## config.mk

```make
export PLATFORM = sky130hd
export DESIGN_NAME = multitap_seq
export DESIGN_NICKNAME = d
export VERILOG_FILES = /design/src/rtl/mtap_pkg.sv /design/src/rtl/mtap_ctrl.sv /design/src/rtl/mtap_dpath.sv /design/src/rtl/multitap_seq.sv
export SDC_FILE = /design/constraint.sdc
export NUM_CORES = 1
export LEC_CHECK = 0
export ABC_CLOCK_PERIOD_IN_PS = 2000
export BUFFER_PORTS_ARGS = -buffer_cell sky130_fd_sc_hd__buf_4
export CELL_PAD_IN_SITES_DETAIL_PLACEMENT = 1
export CELL_PAD_IN_SITES_GLOBAL_PLACEMENT = 1
export CORE_MARGIN = 2
export CORE_UTILIZATION = 32
export CTS_BUF_LIST = sky130_fd_sc_hd__clkbuf_2 sky130_fd_sc_hd__clkbuf_4 sky130_fd_sc_hd__clkbuf_8
export DETAILED_ROUTE_END_ITERATION = 10
export PLACE_DENSITY = 0.79
export SYNTH_ARGS = -nofsm -noshare
export SYNTH_HDL_FRONTEND = slang
export SYNTH_SLANG_ARGS = --single-unit
export TNS_END_PERCENT = 30
```

## constraint.sdc

```tcl
create_clock -name clk -period 2 [get_ports clk]
set_clock_uncertainty 0.15 [all_clocks]
set_input_delay 0.2 -clock clk [delete_from_list [all_inputs] [get_ports clk]]
set_output_delay 0.2 -clock clk [all_outputs]
set_load 0.1 [all_outputs]
```

## src/rtl/mtap_pkg.sv

```systemverilog
package mtap_pkg;

  // Strobes from control to datapath, valid for one clock each.
  typedef struct packed {
    logic restart;  // synchronized clear rose: go back to port 1
    logic advance;  // counted select edge (clear low)
  } seqStrobe_t;

endpackage

```

## src/rtl/mtap_ctrl.sv

```systemverilog
module mtap_ctrl
  import mtap_pkg::*;
#(
  parameter int unsigned SYNC_STAGES = 2
) (
  input  logic       clk,
  input  logic       rstN,
  input  logic       hostClr,
  input  logic       hostSel,
  output seqStrobe_t strobe,
  output logic       selSync
);

  localparam int unsigned LAST = SYNC_STAGES - 1;

  logic [LAST:0] clrChain;
  logic [LAST:0] selChain;
  logic          clrSync;
  logic          clrPrev;
  logic          selPrev;

  // Synchronizer stages; idle levels are clear low, select high.
  always_ff @(posedge clk or negedge rstN) begin
    if (!rstN) begin
      clrChain <= '0;
      selChain <= '1;
      clrPrev  <= 1'b0;
      selPrev  <= 1'b1;
    end else begin
      clrChain <= {clrChain[LAST-1:0], hostClr};
      selChain <= {selChain[LAST-1:0], hostSel};
      clrPrev  <= clrSync;
      selPrev  <= selSync;
    end
  end

  assign clrSync = clrChain[LAST];
  assign selSync = selChain[LAST];

  always_comb begin
    strobe.restart = clrSync & ~clrPrev;
    // Select edges are frozen out while clear is held high.
    strobe.advance = (selSync ^ selPrev) & ~clrSync;
  end

  // a restart is a single-cycle event per clear pulse.
  a_r8_restart_single: assert property (@(posedge clk) disable iff (!rstN)
    strobe.restart |=> !strobe.restart);

  // a clear edge and a counted select edge never coincide.
  a_r3_no_joint_strobe: assert property (@(posedge clk) disable iff (!rstN)
    !(strobe.restart && strobe.advance));

endmodule

```

## src/rtl/mtap_dpath.sv

```systemverilog
module mtap_dpath
  import mtap_pkg::*;
#(
  parameter int unsigned NUM_PORTS = 5,
  parameter int unsigned NIB_W     = 4
) (
  input  logic                       clk,
  input  logic                       rstN,
  input  seqStrobe_t                 strobe,
  input  logic                       selSync,
  input  logic [NUM_PORTS*NIB_W-1:0] portData,
  output logic [NUM_PORTS-1:0]       portClr,
  output logic [NUM_PORTS-1:0]       portSel,
  output logic [NIB_W-1:0]           hostData
);

  localparam int unsigned EDGE_LIMIT = 2 * NUM_PORTS;
  localparam int unsigned CNT_W      = $clog2(EDGE_LIMIT + 1);
  localparam logic [CNT_W-1:0] LIMIT_V = CNT_W'(EDGE_LIMIT);

  logic [CNT_W-1:0]     edgeCnt;
  logic [CNT_W-1:0]     pairIdx;
  logic                 anyActive;
  logic [NUM_PORTS-1:0] isActive;

  // Edge count, saturating at the terminal value; reset parks it there.
  always_ff @(posedge clk or negedge rstN) begin
    if (!rstN) begin
      edgeCnt <= LIMIT_V;
    end else if (strobe.restart) begin
      edgeCnt <= '0;
    end else if (strobe.advance && (edgeCnt != LIMIT_V)) begin
      edgeCnt <= edgeCnt + 1'b1;
    end
  end

  assign pairIdx   = edgeCnt >> 1;
  assign anyActive = (edgeCnt < LIMIT_V);

  for (genvar g = 0; g < NUM_PORTS; g++) begin : gPort
    assign isActive[g] = anyActive && (pairIdx == CNT_W'(g));
    assign portClr[g]  = ~isActive[g];
    assign portSel[g]  = isActive[g] ? selSync : 1'b1;
  end

  always_comb begin
    hostData = '0;
    for (int i = 0; i < NUM_PORTS; i++) begin
      if (isActive[i]) hostData = hostData | portData[i*NIB_W +: NIB_W];
    end
  end

  // a restart lands on port 1.
  a_r2_restart_port1: assert property (@(posedge clk) disable iff (!rstN)
    strobe.restart |=> (portClr[0] == 1'b0));

  // with no strobe the walk does not move.
  a_r3_hold: assert property (@(posedge clk) disable iff (!rstN)
    (!strobe.restart && !strobe.advance) |=> $stable(edgeCnt));

  // one counted edge adds exactly one.
  a_r4_step: assert property (@(posedge clk) disable iff (!rstN)
    (strobe.advance && !strobe.restart && edgeCnt < LIMIT_V)
      |=> edgeCnt == $past(edgeCnt) + 1'b1);

  // at most one port has its clear low.
  a_r5_one_port: assert property (@(posedge clk) disable iff (!rstN)
    $onehot0(~portClr));

  // terminal state never wraps without a restart.
  a_r7_no_wrap: assert property (@(posedge clk) disable iff (!rstN)
    (edgeCnt == LIMIT_V && !strobe.restart) |=> edgeCnt == LIMIT_V);

  // nothing active means a zero nibble.
  a_r7_zero_nibble: assert property (@(posedge clk) disable iff (!rstN)
    (&portClr) |-> (hostData == '0));

endmodule

```

## src/rtl/multitap_seq.sv

```systemverilog
module multitap_seq
  import mtap_pkg::*;
#(
  parameter int unsigned NUM_PORTS   = 5,
  parameter int unsigned NIB_W       = 4,
  parameter int unsigned SYNC_STAGES = 2
) (
  input  logic                       clk,
  input  logic                       rstN,
  input  logic                       hostClr,
  input  logic                       hostSel,
  input  logic [NUM_PORTS*NIB_W-1:0] portData,
  output logic [NUM_PORTS-1:0]       portClr,
  output logic [NUM_PORTS-1:0]       portSel,
  output logic [NIB_W-1:0]           hostData
);

  seqStrobe_t strobe;
  logic       selSync;

  mtap_ctrl #(.SYNC_STAGES(SYNC_STAGES)) uCtrl (
    .clk     (clk),
    .rstN    (rstN),
    .hostClr (hostClr),
    .hostSel (hostSel),
    .strobe  (strobe),
    .selSync (selSync)
  );

  mtap_dpath #(.NUM_PORTS(NUM_PORTS), .NIB_W(NIB_W)) uDpath (
    .clk      (clk),
    .rstN     (rstN),
    .strobe   (strobe),
    .selSync  (selSync),
    .portData (portData),
    .portClr  (portClr),
    .portSel  (portSel),
    .hostData (hostData)
  );

endmodule

```

* Yosys cells after proc, flatten, opt, wreduce, memory -nomap -nowiden
Cells that the tools add are included.
** Operators by class
- Magnitude comparators :: 1
- $add $sub $neg :: 1
- Reduce and logical (&&, ||, !) cells :: 8
- Bitwise gates (word level) :: 14
- Mux-type cells :: 12
- Equality and inequality tests :: 5
** Operators by type and width (number)
- $mux 4 :: 7
- $or 4x4->4 :: 4
- $not 1->1 :: 7
- $eq 3x2->1 const B :: 2
- $logic_and 1x1->1 :: 6
- $mux 1 :: 5
- $add 4x1->4 const B :: 1
- $logic_not 4->1 :: 1
- $lt 4x4->1 const B :: 1
- $ne 4x4->1 const B :: 1
- $eq 3x1->1 const B :: 1
- $eq 3x3->1 const B :: 1
- $and 1x1->1 :: 2
- $reduce_bool 2->1 :: 1
- $xor 1x1->1 :: 1
** Storage, ports and cells
- Flip-flop bits (word level) :: 10
- Bits of input ports :: 24
- Output and inout port bits :: 14

* Longest topological paths before layout
Gate-level depths: netlist (run 1).
- Depth after elaboration :: 11
- Gate-level depth with buffers :: 5

* Modules after synthesis
From an unflattened synthesis (run 1), not the netlist that was laid out.
** Second synthesis, totals
- Cell total of the unflattened synthesis :: 73
- Area, all modules :: 684.4 um^2
** Modules (own cells, without submodules)
- mtap_dpath :: seq. area each 102.6 um^2, cells an instance 64, area an instance 511.7 um^2, instances 1
- mtap_ctrl :: seq. area each 153.9 um^2, cells an instance 9, area an instance 172.7 um^2, instances 1

* Worst setup path before layout (run 1)
No wires, ideal clock.
- Path kind :: register to output
- From :: register uDpath.edgeCnt[3]
- To :: output port hostData[0]
- Data required time :: 1650 ps
- Arrival time :: 1790 ps
- Slack :: -140 ps
- Stages on the path, launching flop included :: 4
- Cell sequence :: dfstp_2 clkinv_1 nor3_4 a22o_1
** Between the ends
- Word-level cells in the longest chain between the ends :: 11
- Elaborated cells on any way between the ends :: 20
** Ends and longest elaborated chain
- start, declared :: RTL line mtap_dpath.sv:21 : logic [CNT_W-1:0] edgeCnt;
- start signal, assigned :: RTL line mtap_dpath.sv:33 : edgeCnt <= edgeCnt + 1'b1;
- $lt 4x4->1 or $logic_not 4->1 (tied branches) :: RTL line mtap_dpath.sv:38, mtap_dpath.sv:41
- $logic_and 1x1->1 :: RTL line mtap_dpath.sv:41 : assign isActive[g] = anyActive && (pairIdx == CNT_W'(g));
- $mux 4 :: RTL line mtap_dpath.sv:49 : if (isActive[i]) hostData = hostData | portData[i*NIB_W +: NIB_W];
- $or 4x4->4 :: RTL line mtap_dpath.sv:49
- $mux 4 :: RTL line mtap_dpath.sv:49
- $or 4x4->4 :: RTL line mtap_dpath.sv:49
- $mux 4 :: RTL line mtap_dpath.sv:49
- $or 4x4->4 :: RTL line mtap_dpath.sv:49
- $mux 4 :: RTL line mtap_dpath.sv:49
- $or 4x4->4 :: RTL line mtap_dpath.sv:49
- $mux 4 * :: RTL line mtap_dpath.sv:49
- end, declared :: RTL line multitap_seq.sv:15 : output logic [NIB_W-1:0] hostData
Every way passes the cells marked *; elsewhere a longest branch is shown, timed or not.

* Worst setup path after layout (run 1)
- From :: register uDpath.edgeCnt[1]
- To :: output port hostData[2]
The elaborated chain is that of the path after synthesis.

==> flow_summary.yaml, run 1 <==
critical_path:
  worstSetupEndpointType: "output port"
  timing.rr.start: "uDpath.edgeCnt[1]"
  r2r_end: "uDpath.edgeCnt[0]"
  cp.required_ns: 1.65
  r2r_setup_slack_ns: 0.36
  cp.arrival_ns: 1.82
  startpoint_type: "register"
  path_max_fanout: 5
  r2r_cells: 4
  crit_type: "register to output port"
logic_synthesis:
  ys_ff_latch: 10
  synth-edff-count: 0
  synth-main-ff-cell: "dfstp_2"
  yosysMostFrequentCell: "nand3_1"
  yosys.area.top_type_share_pct: 20.6
  synthTopCellsByArea: "dfstp_2 (21%), dfrtp_1 (20%), mux4_2 (14%), a22o_1 (5.5%), nand3_1 (5.5%)"
  synthTopCellsByCount: "nand3_1 (7), dfrtp_1 (5), dfstp_2 (5)"
  syn_nets: 83
  seq_area_frac_synth_pct: 40.2
  syn_inst: 57
  synth_area_um2: 638
  yosys.area.top_type: "dfstp_2"
  yosysWarnings: 0
  syn_avg_cell_area_um2: 11.2
  async_reset_ff_share_pct: 100
  ys_types: 26
sta:
  hold_slack_ns: 0.148
  slew_headroom_pct: 77.0
  fmax_mhz: 461
  rsz0062_at_grt: "yes"
  min_period_ns: 2.17
  layout_setup_ws_ns: -0.168
  period_share_pct: 108
  finalHoldViolCount: 0
  finalSetupViolCount: 4
  drv_slew: 0
  worstMarginPinSlew_ns: 0.345
floorplan:
  die_h_um: 48.7
  dieArea_um2: 2370
  core_area_um2: 1920
  num_rows: 16
  io_pins: 38
  die_x_um: 48.7
  initial_core_util_pct: 33.2
global_routing:
  antenna_found_initial: 0
  gr-total-overflow: 0
  track_usage_pct: 16.5
  grt_pass1_wl_um: 3050
  grt_max_degree: 13
  grt_pass1_vias: 676
job:
  cap_viol_max_count: 0
hold_path:
  hold_class: "input pin to asynchronous set/reset pin"
detailed_routing:
  drt-initial-drc-count: 4
  wirelength_um: 1900
  dr_total_vias: 650
  routedWlPerCell_um: 14.8
  antenna_left: 0
  drc: 0
  firstDrtPassIters: 3
  viasPerCell: 5.04
place:
  gp_congestion: 0.740
  place_ws_ns: 0.0497
  dp_hpwl_um: 1420
  dp.cells: 121
  io_buffers: 37
finish:
  syn_to_final_growth_pct: 70.4
  fin_nets: 129
  drive_gt1_share_pct: 56.9
  n_antenna_cell: 0
  finish.utilization_pct: 56.6
  multiInputGateArea_um2: 350
  regArea_um2: 258
  instances_no_fill: 129
  nFillCells: 219
clocking:
  numCtsBuffers: 3
  cts_tree: "built"
  cts-htree-levels: 1
  clk_pin_slew_ns: 0.06
  clk_latency_ns: 0.25
  clockBufferDepth: 2
  cts.sinks: 10
  cts_root_buf: "clkbuf_4"
outcome:
  outcome: "complete, but fails checks"
  violations: "negative setup slack"
critical path, cell delays in order (launching register included):
cell and delay (ns):
dfstp_2 0.61, mux4_2 0.53, a22o_1 0.23, buf_8 0.18
flip-flops by register name, summed over array words and instances, names as in the netlist:
name and flops:
uCtrl.clrChain 2, uCtrl.selChain 2, uCtrl.selPrev 1, uCtrl.clrPrev 1, uDpath.edgeCnt 4
layout by cell type (no fill, tap or decap):
master,synthesis,layout
buf_4,1,31
nand3_1,7,7
buf_8,0,5
buf_6,0,5
dfstp_2,5,5
nand2_1,4,4
mux4_2,4,4
dfrtp_1,5,4
inv_1,3,3
a22o_1,4,3
clkbuf_4,0,3
dlygate4sd3_1,0,3
nor2_1,2,2
nand2b_1,2,2
a21oi_1,2,2
mux2i_1,2,2
ha_1,2,2
clkinv_1,1,1
or3_1,1,1
nor3_4,1,1
a22o_2,0,1
nand3b_1,1,1
xor2_1,1,1
nand4_1,1,1
a211o_1,1,1
xnor2_1,1,1
a311oi_2,1,1
nor3_1,1,1
o21bai_1,1,1
a2bb2oi_1,1,1
clkbuf_8,0,1
dfrtp_2,0,1
worst max-delay path by stage:
stage | cells past startpoint | end | from | slack, ns
finish | 3 | hostData[2] | uDpath.edgeCnt[1] | -0.17
global route | 3 | hostData[2] | uDpath.edgeCnt[1] | -0.22
floorplan | 3 | hostData[1] | uDpath.edgeCnt[3] | -0.14
global placement | 3 | hostData[0] | uDpath.edgeCnt[1] | 0.06
detailed placement | 3 | hostData[0] | uDpath.edgeCnt[1] | 0.05
CTS | 3 | hostData[0] | uDpath.edgeCnt[1] | -0.15
per-stage QoR:
step                setup TNS (ns)  area (um^2)
floorplan                   -0.419          639
global placement                 0          956
detailed placement               0          956
CTS                         -0.566         1060
global route                -0.959         1090
finish                      -0.547         1090
cell families (layout without fill, tap and decap cells):
group | count (synthesis) | after routing | share of synthesized area (%)
adder cells (fa/ha/maj) | 2 | 2 | 3.92
multiplexers | 6 | 6 | 17.3
buffers and inverters | 7 | 52 | 5.10
AND/OR/NAND/NOR | 20 | 20 | 17.5
AO/OA/AOI/OAI | 10 | 10 | 13.3
flip-flops | 10 | 10 | 40.2
XOR/XNOR | 2 | 2 | 2.75
layer usage:
layer  global-route usage, %  wire (um)  share of wire (%)
met1                    20.6        859                 45
met2                    27.6        899                 47
met3                    3.40        144                7.6
met4                    7.14          0                  0
met5                       0          0                  0
cell type report:
class,count,share of cell area (%)
Clock buffer,4,3.34
Sequential cell,10,23.7
Multi-Input combinational cell,40,32.2
Inverter,4,1.38
Tap cell,27,3.11
Timing Repair Buffer,44,36.2
what timing repair did:
item / CTS / global route
endpoints found under the hold margin: 12 / 0
setup endpoints to repair: 4 / 10
setup buffers: 1 / 0
hold buffers: 3 / 0
resized for setup: 8 / 8
Power of run 1 is left out: the tool's default activity adds up to more than one toggle a clock period on the data nets, which glitch-free logic cannot reach.
==> run 2, diff against run 1 <==
ABC_AREA = 1   (was not set)
CORE_UTILIZATION = 31   (was 32)
PLACE_DENSITY = 0.78   (was 0.79)
==> run 2 against run 1 <==
Compared with the run above:
- the flow now finishes without violations
- synthesized cell count is 82% higher
- first-iteration DRC count is the same
- maximum frequency up 11%
- area after synthesis increased by 19%
- utilization down 4.5 points
- die area increased by 21%
- via count grew 31%
- cell area grew 8.1%
==> flow_summary.yaml, run 2 <==
detailed_routing:
  wirelength_um: 2440
  viasPerCell: 4.88
  drt-initial-drc-count: 4
  antenna_left: 0
  drc: 0
  routedWlPerCell_um: 13.9
  firstDrtPassIters: 4
  dr_total_vias: 854
critical_path:
  r2r_setup_slack_ns: 0.39
  timing.rr.start: "uDpath.edgeCnt[1]"
  path_max_fanout: 12
  cpMaxStageDelayCell: "dfstp_4"
  worstSetupEndpointType: "output port"
  cp.arrival_ns: 1.61
  cp.required_ns: 1.65
  r2r_cells: 7
  cp_cell_sequence: "buf_4, nor2_4, nand2_1, nand4_1, buf_6"
  startpoint_type: "register"
  r2r_end: "uDpath.edgeCnt[2]"
  cpPeakStageDelay_ns: 0.73
  crit_type: "register to output port"
sta:
  worstMarginPinSlew_ns: 0.355
  hold_slack_ns: 0.136
  fmax_mhz: 511
  finalSetupViolCount: 0
  rsz0062_at_grt: "yes"
  min_period_ns: 1.96
  finalHoldViolCount: 0
  period_share_pct: 97.8
  drv_slew: 0
  layout_setup_ws_ns: 0.0433
  slew_headroom_pct: 76.3
  fin_tns_setup_ns: 0
clocking:
  cts_tree: "built"
  clk_latency_ns: 0.27
  clockBufferDepth: 2
  clk_pin_slew_ns: 0.07
  cts-htree-levels: 1
  cts.sinks: 10
  cts_root_buf: "clkbuf_4"
  numCtsBuffers: 3
global_routing:
  track_usage_pct: 18.1
  grt_max_degree: 15
  antenna_found_initial: 0
  gr-total-overflow: 0
  grt_pass1_vias: 843
  grt_pass1_wl_um: 3750
logic_synthesis:
  synth-main-ff-cell: "dfstp_2"
  yosys.area.top_type_share_pct: 17.3
  seq_area_frac_synth_pct: 33.8
  yosysWarnings: 0
  ys_types: 21
  synth-edff-count: 0
  synth_area_um2: 758
  syn_nets: 130
  synthTopCellsByArea: "dfstp_2 (17%), nand2_1 (17%), dfrtp_1 (17%), nand4_1 (8.3%), nand3_1 (7.9%)"
  synthTopCellsByCount: "nand2_1 (35), nand3_1 (12), inv_1 (10), nand4_1 (10), inv_2 (6)"
  yosys.area.top_type: "dfstp_2"
  syn_inst: 104
  syn_avg_cell_area_um2: 7.29
  async_reset_ff_share_pct: 100
  ys_ff_latch: 10
  yosysMostFrequentCell: "nand2_1"
power:
  p_clk_share_pct: 14.3
  cellPowerDensity_nw_per_um2: 1090
  p_comb_share_pct: 63.3
  netSwitchingPower_mw: 0.720
  pwr-share-seq_pct: 22.4
  power.leakage_nw: 0.584
  p_sw_share_pct: 56.0
  ir_worst_vdd_mv: 0.582
  p_int_mw: 0.566
finish:
  regArea_um2: 262
  fin_area_um2: 1170
  largest-register: "uDpath.edgeCnt"
  top_regs: "uDpath.edgeCnt: 4 flops, uCtrl.clrChain: 2 flops, uCtrl.selChain: 2 flops"
  mostFrequentLayoutCells: "nand2_1 (35), buf_4 (35), nand3_1 (12)"
  largest_reg_flops: 4
  n_antenna_cell: 0
  nFillCells: 306
  multiInputGateArea_um2: 392
  fin_nets: 174
  drive_gt1_share_pct: 46.3
  finish.utilization_pct: 52.1
  syn_to_final_growth_pct: 55.0
outcome:
  outcome: "finished clean"
place:
  gp_congestion: 0.807
  dpl_cell_area_um2: 1050
  dp_hpwl_um: 1910
  io_buffers: 37
  place_ws_ns: 0.217
floorplan:
  die_h_um: 53.5
  dieArea_um2: 2860
  core_area_um2: 2250
  io_pins: 38
  initial_core_util_pct: 33.6
  num_rows: 17
  die_x_um: 53.5
hold_path:
  hold_class: "input pin to asynchronous set/reset pin"
job:
  cap_viol_max_count: 0
-- run 2: cell types whose count changed after synthesis, sizes merged, moves of 2 or more --
| cell | previous run | this run |
|---|---|---|
| nand4 | 1 | 10 |
| a22o | 4 | 0 |
| nor2 | 2 | 5 |
| mux4 | 4 | 0 |
| nand2b | 2 | 0 |
| nand3 | 7 | 15 |
| a21oi | 2 | 0 |
| nand2 | 4 | 36 |
| inv | 3 | 17 |
| mux2i | 2 | 0 |
-- run 2: how the worst max path moves through the flow --
| stage | startpoint | end | slack (ns) | cells after the start |
|---|---|---|---|---|
| 2_1_floorplan | uDpath.edgeCnt[3] | hostData[0] | -0.34 | 6 |
| 4_1_cts | uDpath.edgeCnt[1] | portSel[3] | 0.03 | 4 |
| 6_report | uDpath.edgeCnt[1] | hostData[3] | 0.04 | 5 |
| 3_3_place_gp | uDpath.edgeCnt[2] | hostData[3] | 0.25 | 6 |
| 5_1_grt | uDpath.edgeCnt[1] | hostData[1] | -0.005 | 5 |
| 3_5_place_dp | uDpath.edgeCnt[2] | hostData[2] | 0.22 | 6 |
-- run 2: area by class of cell --
type / count / area share, %
clock buffers: 4 / 3.09
inverters: 18 / 7.03
multi-input cells: 71 / 33.3
flip-flops and latches: 10 / 22.3
well taps: 28 / 2.98
repair buffers: 44 / 31.3
-- run 2: power by group through the flow --
stage               Combinational (mW)  Clock [mW]  Sequential (mW)
floorplan                        0.631           0            0.251
global placement                 0.741           0            0.283
detailed placement               0.752           0            0.286
CTS                              0.782       0.185            0.288
global route                     0.855       0.196            0.291
finish                           0.815       0.184            0.288
-- run 2: logic make-up (layout without fill, tap and decap cells) --
| kind of cell | after synthesis | in the layout | share of synthesized area (%) |
|---|---|---|---|
| simple gates | 69 | 69 | 46.9 |
| buf+inv | 23 | 66 | 16.0 |
| fa+ha+maj | 2 | 2 | 3.30 |
| flops | 10 | 10 | 33.8 |
-- run 2: worst max-delay path, delay by kind of cell, from the launching register on --
kind / cells / cell delay (ns)
and+or+nand+nor: 3 / 0.24
DFF: 1 / 0.73
buffers and inverters: 2 / 0.36
-- run 2: what timing repair did --
action                                  4_1_cts  5_1_grt
resized for setup                             6        6
pin swaps                                     0        2
endpoints found under the hold margin        12        0
hold buffers                                  3        0
endpoints found under the setup margin        5        5
setup buffers                                 0        2
gates cloned                                  0        0
-- run 2: metal layers --
metal | vias to the layer above | routed length, um | global-route usage, %
met5 | - | 0 | 0
met3 | 2 | 109 | 3.11
met4 | 0 | 4 | 3.85
li1 | 418 | - | -
met2 | 28 | 1350 | 33.3
met1 | 406 | 974 | 21.6
-- run 2: stage by stage --
stage                     total power, mW  cells
after global placement               1.02    166
after CTS                            1.26    173
final                                1.29    175
after floorplan                     0.882    104
after detailed placement             1.04    166
after global routing                 1.34    175
Power figures use the tool's default switching activity.
==> run 3, diff against run 2 <==
CORE_UTILIZATION = 30   (was 31)
CTS_BUF_LIST = not set   (was sky130_fd_sc_hd__clkbuf_2 sky130_fd_sc_hd__clkbuf_4 sky130_fd_sc_hd__clkbuf_8)
PLACE_DENSITY = 0.76   (was 0.78)
==> run 3 against run 2 <==
Compared with the run above:
- clock power decreased by 27%
- first-iteration DRC count is 50% higher
- sequential share of layout area shrank 1.1 points
- via count is 1.5% higher
- largest power group unchanged
- total power is 1.1% lower
- sequential power is 7.6% lower
- highest routed layer is now met3
- critical endpoint unchanged
- critical path type unchanged
- sequential cell count stayed put
==> flow_summary.yaml, run 3 (synthesis gave the netlist of run 2 again) <==
clocking:
  cts_tree: "built"
  clockBufferDepth: 2
  clk_latency_ns: 0.25
  clk_pin_slew_ns: 0.06
  numCtsBuffers: 3
  cts.sinks: 10
  cts-htree-levels: 1
  cts_root_buf: "clkbuf_4"
detailed_routing:
  routedWlPerCell_um: 12.5
  viasPerCell: 4.76
  drc: 0
  dr_total_vias: 867
  antenna_left: 0
  drt-initial-drc-count: 6
  firstDrtPassIters: 4
  wirelength_um: 2270
critical_path:
  crit_type: "register to output port"
  cp.required_ns: 1.65
  worstSetupEndpointType: "output port"
  cp_cell_sequence: "buf_6, inv_4, nand3_4, clkinv_4, nand2_1, nand4_1, buf_12"
  crit_family: "flip-flops"
  cp.arrival_ns: 1.61
  cpPeakStageDelay_ns: 0.59
  path_max_fanout: 6
  critPathBufInv: 4
  startpoint_type: "register"
  cpMaxStageDelayCell: "dfstp_2"
place:
  dp.cells: 170
  place_ws_ns: 0.173
  dp_hpwl_um: 1720
  gp_congestion: 0.761
  io_buffers: 37
finish:
  syn_to_final_growth_pct: 60.7
  drive_gt1_share_pct: 47.4
  largest_reg_flops: 4
  finish.utilization_pct: 50.1
  layout_commonest_cell: "buf_4"
  n_antenna_cell: 0
  fin_nets: 179
  top_regs: "uDpath.edgeCnt: 4 flops, uCtrl.clrChain: 2 flops, uCtrl.selChain: 2 flops"
  instances_no_fill: 182
  nFillCells: 315
  largest-register: "uDpath.edgeCnt"
  mostFrequentLayoutCells: "buf_4 (38), nand2_1 (35), nand3_1 (12)"
sta:
  worstMarginPinSlew_ns: 0.350
  slew_headroom_pct: 76.7
  drv_slew: 0
  finalSetupViolCount: 0
  hold_slack_ns: 0.166
  min_period_ns: 1.96
  period_share_pct: 98.2
  fmax_mhz: 509
  layout_setup_ws_ns: 0.0370
  finalHoldViolCount: 0
power:
  pwr-share-seq_pct: 20.9
  p_int_mw: 0.564
  cellPowerDensity_nw_per_um2: 1040
  p_clk_share_pct: 10.6
  power.leakage_nw: 0.608
  ir_worst_vdd_mv: 0.763
  netSwitchingPower_mw: 0.708
  p_comb_share_pct: 68.5
  p_sw_share_pct: 55.7
floorplan:
  initial_core_util_pct: 31.2
  core_area_um2: 2430
  num_rows: 18
  die_h_um: 54.3
  die_x_um: 54.3
  io_pins: 38
  dieArea_um2: 2950
global_routing:
  grt_max_degree: 13
  grt_pass1_wl_um: 3270
  track_usage_pct: 15.1
  antenna_found_initial: 0
  gr-total-overflow: 0
  grt_pass1_vias: 776
outcome:
  outcome: "finished clean"
hold_path:
  hold_class: "input pin to asynchronous set/reset pin"
job:
  cap_viol_max_count: 0
==> run 3: path summary, 6_finish.rpt <==
kind | cells past startpoint | to | slack (ns) | from
min | 2 | uDpath.edgeCnt[0] | 0.17 | rstN
min in group clk | 0 | uCtrl.clrChain[1] | 0.20 | uCtrl.clrChain[0]
max reg2reg | 6 | uDpath.edgeCnt[2] | 0.40 | uDpath.edgeCnt[1]
max | 7 | hostData[3] | 0.04 | uDpath.edgeCnt[3]
min reg2reg | 0 | uCtrl.clrChain[1] | 0.20 | uCtrl.clrChain[0]
max in group asynchronous | 2 | uCtrl.selChain[1] | 1.31 | rstN
==> run 3: cell type report <==
type	instances	area [um^2]	share of cell area [%]
Multi-Input combinational cell	71	392	32.1
Timing Repair Buffer	49	423	34.7
Sequential cell	10	258	21.1
Tap cell	30	37.5	3.08
Inverter	18	82.6	6.78
Clock buffer	4	26.3	2.16
==> run 3: worst register-to-register path: cells and delay by family (launching register included) <==
kind	cells	cell delay, ns
DFF	1	0.60
and+or+nand+nor	4	0.42
buffers and inverters	1	0.17
adders and majority gates	1	0.17
==> run 3: stage by stage <==
| step | setup TNS [ns] | total power [mW] | cell area (um^2) |
|---|---|---|---|
| after global placement | 0 | 1.04 | 1060 |
| after detailed placement | 0 | 1.05 | 1060 |
| after floorplan | -1.44 | 0.882 | 768 |
| final | 0 | 1.27 | 1220 |
| after global routing | -0.0645 | 1.34 | 1220 |
| after CTS | 0 | 1.24 | 1160 |
==> run 3: per-layer routing <==
metal / up-vias / global-route usage (%) / part of all wire [%]
met3: 0 / 1.91 / 7.9
met2: 30 / 29.9 / 55
met5: - / 0 / 0
met1: 408 / 17.1 / 37
met4: 0 / 2.50 / 0
li1: 429 / - / -
==> run 3: repair_timing <==
action	4_1_cts	5_1_grt
pin swaps	0	1
endpoints found under the setup margin	6	4
buffers inserted	3	2
hold buffers	3	0
gates resized for setup	4	8
hold endpoints to repair	12	0
==> run 3: power groups by stage <==
stage	combinational, mW	clock (mW)	sequential, mW
after floorplan	0.631	0	0.251
after global placement	0.764	0	0.277
after detailed placement	0.773	0	0.278
after CTS	0.836	0.142	0.261
after global routing	0.920	0.152	0.271
final	0.871	0.135	0.266
